## src/rtl/pfb_pkg.sv

```systemverilog
package pfb_pkg;

  // Width of an index into a list of n slots (at least 1 bit)
  function automatic int unsigned ptr_bits(input int unsigned n);
    return (n > 1) ? $clog2(n) : 1;
  endfunction

  // Per-cycle operation applied to the recency stack
  typedef enum logic [1:0] {
    OP_IDLE  = 2'd0,
    OP_HIT   = 2'd1,
    OP_MISS  = 2'd2,
    OP_FLUSH = 2'd3
  } pfb_op_e;

endpackage

```

## src/rtl/pfb_rst_sync.sv

```systemverilog
module pfb_rst_sync (
  input  logic clk,
  input  logic rst_n,
  output logic rst_n_sync
);

  logic [1:0] sync_q;

  always_ff @(posedge clk or negedge rst_n) begin
    if (!rst_n) begin
      sync_q <= 2'b00;
    end else begin
      sync_q <= {sync_q[0], 1'b1};
    end
  end

  assign rst_n_sync = sync_q[1];

endmodule

```

## src/rtl/pfb_match.sv

```systemverilog
module pfb_match #(
  parameter int unsigned DEPTH = 8,
  parameter int unsigned TAG_W = 27,
  parameter int unsigned IDX_W = 3
) (
  input  logic [DEPTH-1:0][TAG_W-1:0] tags_i,
  input  logic [DEPTH-1:0]            vld_i,
  input  logic [TAG_W-1:0]            key_i,
  output logic [DEPTH-1:0]            match_o,
  output logic                        hit_o,
  output logic [IDX_W-1:0]            idx_o
);

  // One comparator per slot
  for (genvar s = 0; s < DEPTH; s++) begin : g_cmp
    assign match_o[s] = vld_i[s] && (tags_i[s] == key_i);
  end

  assign hit_o = |match_o;

  // Entries are unique, so an OR-encoder is enough
  always_comb begin
    idx_o = '0;
    for (int s = 0; s < DEPTH; s++) begin
      if (match_o[s]) begin
        idx_o = idx_o | IDX_W'(s);
      end
    end
  end

endmodule

```

## src/rtl/pfb_lru_stack.sv

```systemverilog
module pfb_lru_stack
  import pfb_pkg::*;
#(
  parameter int unsigned DEPTH = 8,
  parameter int unsigned TAG_W = 27,
  parameter int unsigned IDX_W = 3
) (
  input  logic                        clk,
  input  logic                        rst_n,
  input  pfb_op_e                     op_i,
  input  logic [TAG_W-1:0]            key_i,
  input  logic [IDX_W-1:0]            hit_idx_i,
  output logic [DEPTH-1:0][TAG_W-1:0] tags_o,
  output logic [DEPTH-1:0]            vld_o
);

  localparam logic [IDX_W-1:0] LAST = IDX_W'(DEPTH - 1);

  logic [DEPTH-1:0][TAG_W-1:0] tag_q, tag_d;
  logic [DEPTH-1:0]            vld_q, vld_d;
  logic                        shift_en;
  logic                        clear;
  logic [IDX_W-1:0]            limit;

  assign shift_en = (op_i == OP_HIT) || (op_i == OP_MISS);
  assign clear    = (op_i == OP_FLUSH);
  // A hit at slot k moves slots 0..k-1 down by one, a miss moves them all
  assign limit    = (op_i == OP_HIT) ? hit_idx_i : LAST;

  for (genvar s = 0; s < DEPTH; s++) begin : g_slot
    if (s == 0) begin : g_head
      always_comb begin
        tag_d[s] = shift_en ? key_i : tag_q[s];
        vld_d[s] = clear ? 1'b0 : (shift_en ? 1'b1 : vld_q[s]);
      end
    end else begin : g_body
      localparam logic [IDX_W-1:0] SLOT = IDX_W'(s);
      logic move;
      assign move = shift_en && (SLOT <= limit);
      always_comb begin
        tag_d[s] = move ? tag_q[s-1] : tag_q[s];
        vld_d[s] = clear ? 1'b0 : (move ? vld_q[s-1] : vld_q[s]);
      end
    end
  end

  // Tag storage: no reset, written only when the stack shifts
  always_ff @(posedge clk) begin
    if (shift_en) begin
      tag_q <= tag_d;
    end
  end

  always_ff @(posedge clk or negedge rst_n) begin
    if (!rst_n) begin
      vld_q <= '0;
    end else begin
      vld_q <= vld_d;
    end
  end

  assign tags_o = tag_q;
  assign vld_o  = vld_q;

endmodule

```

## src/rtl/pf_filter_buf.sv

```systemverilog
module pf_filter_buf
  import pfb_pkg::*;
#(
  parameter int unsigned ADDR_W     = 32,
  parameter int unsigned LINE_BYTES = 32,
  parameter int unsigned DEPTH      = 8
) (
  input  logic              clk,
  input  logic              rst_n,
  input  logic              flush_i,
  input  logic              req_vld_i,
  input  logic [ADDR_W-1:0] req_addr_i,
  output logic              fwd_vld_o,
  output logic [ADDR_W-1:0] fwd_addr_o,
  output logic              drop_o,
  output logic              hit_stb_o,
  output logic              miss_stb_o
);

  localparam int unsigned OFS_W = $clog2(LINE_BYTES);
  localparam int unsigned TAG_W = ADDR_W - OFS_W;
  localparam int unsigned IDX_W = ptr_bits(DEPTH);

  logic                        rst_q_n;
  logic [TAG_W-1:0]            line_tag;
  logic [DEPTH-1:0][TAG_W-1:0] tags;
  logic [DEPTH-1:0]            vlds;
  logic [DEPTH-1:0]            match_vec;
  logic                        hit;
  logic [IDX_W-1:0]            hit_idx;
  pfb_op_e                     op;

  pfb_rst_sync u_rst (
    .clk        (clk),
    .rst_n      (rst_n),
    .rst_n_sync (rst_q_n)
  );

  assign line_tag = req_addr_i[ADDR_W-1:OFS_W];

  pfb_match #(
    .DEPTH (DEPTH),
    .TAG_W (TAG_W),
    .IDX_W (IDX_W)
  ) u_match (
    .tags_i  (tags),
    .vld_i   (vlds),
    .key_i   (line_tag),
    .match_o (match_vec),
    .hit_o   (hit),
    .idx_o   (hit_idx)
  );

  // Decide the stack operation for this cycle
  always_comb begin
    if (flush_i) begin
      op = OP_FLUSH;
    end else if (!req_vld_i) begin
      op = OP_IDLE;
    end else if (hit) begin
      op = OP_HIT;
    end else begin
      op = OP_MISS;
    end
  end

  pfb_lru_stack #(
    .DEPTH (DEPTH),
    .TAG_W (TAG_W),
    .IDX_W (IDX_W)
  ) u_stack (
    .clk       (clk),
    .rst_n     (rst_q_n),
    .op_i      (op),
    .key_i     (line_tag),
    .hit_idx_i (hit_idx),
    .tags_o    (tags),
    .vld_o     (vlds)
  );

  // A flush in the same cycle makes the list count as empty
  assign drop_o     = req_vld_i && !flush_i && hit;
  assign fwd_vld_o  = req_vld_i && (flush_i || !hit);
  assign fwd_addr_o = req_addr_i;
  assign hit_stb_o  = drop_o;
  assign miss_stb_o = fwd_vld_o;

endmodule

```

## config.mk

```make
export PLATFORM = sky130hd
export DESIGN_NAME = pf_filter_buf
export DESIGN_NICKNAME = d
export VERILOG_FILES = /design/src/rtl/pfb_pkg.sv /design/src/rtl/pfb_rst_sync.sv /design/src/rtl/pfb_match.sv /design/src/rtl/pfb_lru_stack.sv /design/src/rtl/pf_filter_buf.sv
export SDC_FILE = /design/constraint.sdc
export NUM_CORES = 1
export LEC_CHECK = 0
export BUFFER_PORTS_ARGS = -buffer_cell sky130_fd_sc_hd__buf_2
export CAP_MARGIN = 20
export CORE_AREA = 5 5 135 137
export CTS_CLUSTER_SIZE = 16
export DETAILED_ROUTE_END_ITERATION = 8
export DIE_AREA = 0 0 140 142
export PLACE_DENSITY = 0.78
export SLEW_MARGIN = 20
export SYNTH_ARGS = -nofsm -noshare
export SYNTH_HDL_FRONTEND = slang
export SYNTH_SLANG_ARGS = --single-unit
```

## constraint.sdc

```tcl
create_clock -name clk -period 3.5 [get_ports clk]
set_clock_uncertainty 0.2 [all_clocks]
set_input_delay 0.7 -clock clk [delete_from_list [all_inputs] [get_ports clk]]
set_output_delay 0.7 -clock clk [all_outputs]
set_load 0.005 [all_outputs]
```

==> results.json <==
{
  "clk_pin_slew_ns": 0.06,
  "power.density_mw_per_mm2": 512,
  "place_congestion": 1.04,
  "via_per_inst": 5.77,
  "wl_um": 23200,
  "yosysWarningCount": 0,
  "utilization_pct": 69.0,
  "violations": "negative setup slack",
  "synth_cell_types": 36,
  "ys_async_sr_fraction_pct": 4.42,
  "ys_dominant_reg_cell": "edfxtp_1",
  "antenna_found_initial": 0,
  "ys_ff_latch": 226,
  "track_usage_pct": 23.3,
  "firstDrtPassIters": 7,
  "path_max_fanout": 5,
  "p_leak_uw": 0.00406,
  "area_delta_synth_final_pct": 17.9,
  "grt_pass1_wl_um": 34900,
  "status": "finished with violations",
  "fin_crit_sh_pct": 101,
  "hold_class": "reg2reg",
  "synthCells": 630,
  "layout-drive-gt1-share_pct": 29.4,
  "pwr-share-seq_pct": 52.7,
  "via_count": 5575,
  "synth_nets": 666,
  "core_area_mm2": 0.0169,
  "synth-seq-area-share_pct": 68.0,
  "dp_hpwl_um": 17200,
  "cp.arrival_ns": 2.62,
  "internal_power_uw": 4660,
  "endpoint_kind": "output pin",
  "clk_latency_ns": 0.50,
  "clockBufferDepth": 3,
  "maxCapViolCount": 0,
  "hold_ws_ns": 0.153,
  "grt_pass1_vias": 5892,
  "syn_area_per_cell_um2": 15.7,
  "layout.nets": 765,
  "drt_iter0_markers": 513,
  "die_area_mm2": 0.0199,
  "fillers": 1073,
  "fmax_mhz": 284,
  "p_switching_uw": 1320,
  "final_cell_mix": "edfxtp_1, xnor2_1, buf_4",
  "ioPinCount": 72,
  "p_clk_share_pct": 38.5,
  "diodes": 0,
  "htreeDepth": 1,
  "worst_slew_pin_slew_ns": 0.578,
  "cp.required_ns": 2.60,
  "cp-start-kind": "primary input",
  "combPwrFrac_pct": 8.8,
  "finalSetupViolCount": 3,
  "rows": 48,
  "worst_slack_ns": -0.0206,
  "detail-route-antenna-nets": 0,
  "path_class": "in2out",
  "grt-ovfl-total": 0,
  "grt_max_degree": 29,
  "clock-sinks": 226,
  "period_minus_slack_ns": 3.52,
  "die_x_um": 140,
  "cts_inserted_buffers": 22,
  "r2r_slack_ns": 0.44,
  "wire_per_inst_um": 24.0,
  "port_buffers": 61,
  "initial_utilization_pct": 58.5,
  "rsz0062_at_grt": "yes",
  "regArea_mm2": 0.00674,
  "synth_edf_count": 216,
  "layout_commonest_cell": "edfxtp_1",
  "multiInputGateArea_mm2": 0.00302,
  "die_y_um": 142,
  "syn-cell-area_mm2": 0.00991,
  "slew_viol_final": 0,
  "vdd_ir_drop_max_mv": 0.466,
  "p_sw_share_pct": 22.2,
  "cts_tree": "done",
  "hold_viol": 0,
  "clockRootBuffer": "clkbuf_16",
  "drc_errors": 0,
  "slew_headroom_pct": 61.4
}
==> cell families (layout without fill, tap and decap cells) <==
| family | Yosys count | count (layout) | synth area share, % |
|---|---|---|---|
| DFF | 226 | 226 | 68.0 |
| xor gates and xnor gates | 216 | 216 | 19.2 |
| and+or+nand+nor | 101 | 101 | 6.05 |
| buffers and inverters | 63 | 175 | 4.87 |
| AOI/OAI and AO/OA | 18 | 18 | 1.39 |
| muxes | 5 | 5 | 0.543 |
| other | 1 | 1 | 0.0378 |
==> through the flow <==
step | setup TNS [ns] | cells | setup WS, ns | instance area, µm² | total power, µW
after floorplan | -37.06 | 630 | -0.696 | 10100 | 3530
after global placement | -0.354 | 923 | -0.116 | 10800 | 3690
after detailed placement | -4.51 | 923 | -0.129 | 10800 | 3710
after CTS | 0 | 964 | 0.00355 | 11600 | 5980
after global routing | -0.384 | 967 | -0.107 | 11700 | 6160
final | -0.0493 | 967 | -0.0206 | 11700 | 5980
==> synth_stat cells (2+ instances only) <==
cell | number | area share [%]
or4_1 | 3 | 0.23
xor2_1 | 48 | 4.2
mux2i_1 | 2 | 0.20
edfxtp_1 | 216 | 65
buf_6 | 12 | 1.4
dfrtp_1 | 10 | 2.5
a21oi_1 | 2 | 0.10
nor4_1 | 16 | 1.0
a22oi_1 | 2 | 0.15
inv_1 | 2 | 0.076
mux2_1 | 2 | 0.23
xnor2_1 | 167 | 15
o21ai_0 | 3 | 0.15
nor3_1 | 4 | 0.20
or2_1 | 2 | 0.13
nand4_1 | 44 | 2.8
o22ai_1 | 3 | 0.19
buf_2 | 11 | 0.56
nand2_1 | 9 | 0.34
nor2b_1 | 3 | 0.19
nor2_1 | 9 | 0.34
o22a_1 | 2 | 0.18
buf_4 | 38 | 2.9
nand3_1 | 7 | 0.35
a211oi_2 | 2 | 0.25
==> state kept, by name (all words and copies together) (netlist names) <==
register        flops
u_rst.sync_q        2
u_stack.tags_o    216
u_stack.vld_o       8
==> path summary, 6_finish.rpt <==
path	from	endpoint	cells past startpoint
worst max-delay path	req_addr_i[23]	fwd_vld_o	11
worst min-delay path	u_rst.sync_q[0]	u_rst.sync_q[1]	0
worst max register to register	u_stack.tags_o[197]	u_stack.tags_o[195]	8
worst min register to register	u_rst.sync_q[0]	u_rst.sync_q[1]	0
max in group asynchronous	u_rst.sync_q[1]	u_stack.vld_o[1]	1
min in group asynchronous	rst_n	u_rst.sync_q[0]	2
==> area by class of cell <==
cell class	count	area share, %
clock buffers	28	5.08
clock inverters	9	0.781
inverters	2	0.0642
multi-input cells	341	25.8
flip-flops and latches	226	57.6
well taps	225	2.41
repair buffers	136	8.19
==> repair_timing <==
item                       4_1_cts  5_1_grt
gates resized for setup         11       18
pin swaps                        6       11
setup buffers                    2        3
hold buffers                     2        0
hold endpoints to repair        10        0
setup endpoints to repair        4        4
==> power groups by stage <==
stage | logic (µW) | clock network [µW] | registers (µW)
finish | 529 | 2300 | 3150
global route | 560 | 2440 | 3160
CTS | 520 | 2320 | 3150
detailed placement | 504 | 0 | 3210
global placement | 490 | 0 | 3200
floorplan | 344 | 0 | 3180
==> per-layer routing <==
metal	vias up	share of wire, %	track usage (%)
met5	-	0	0
met4	0	3.9	9.69
met3	51	7.2	3.36
met2	279	51	39.8
met1	2798	38	30.4
li1	2447	-	-
==> critical path: stages <==
cell     delay (ns)
buf_2          0.16
buf_4          0.18
xor2_1         0.17
nor4_2         0.30
buf_4          0.16
nand3_1        0.17
o22a_1         0.28
nand2_2        0.11
nor2_2         0.06
o21a_1         0.18
buf_2          0.14
Note: power is estimated with default switching activity, not from simulation.
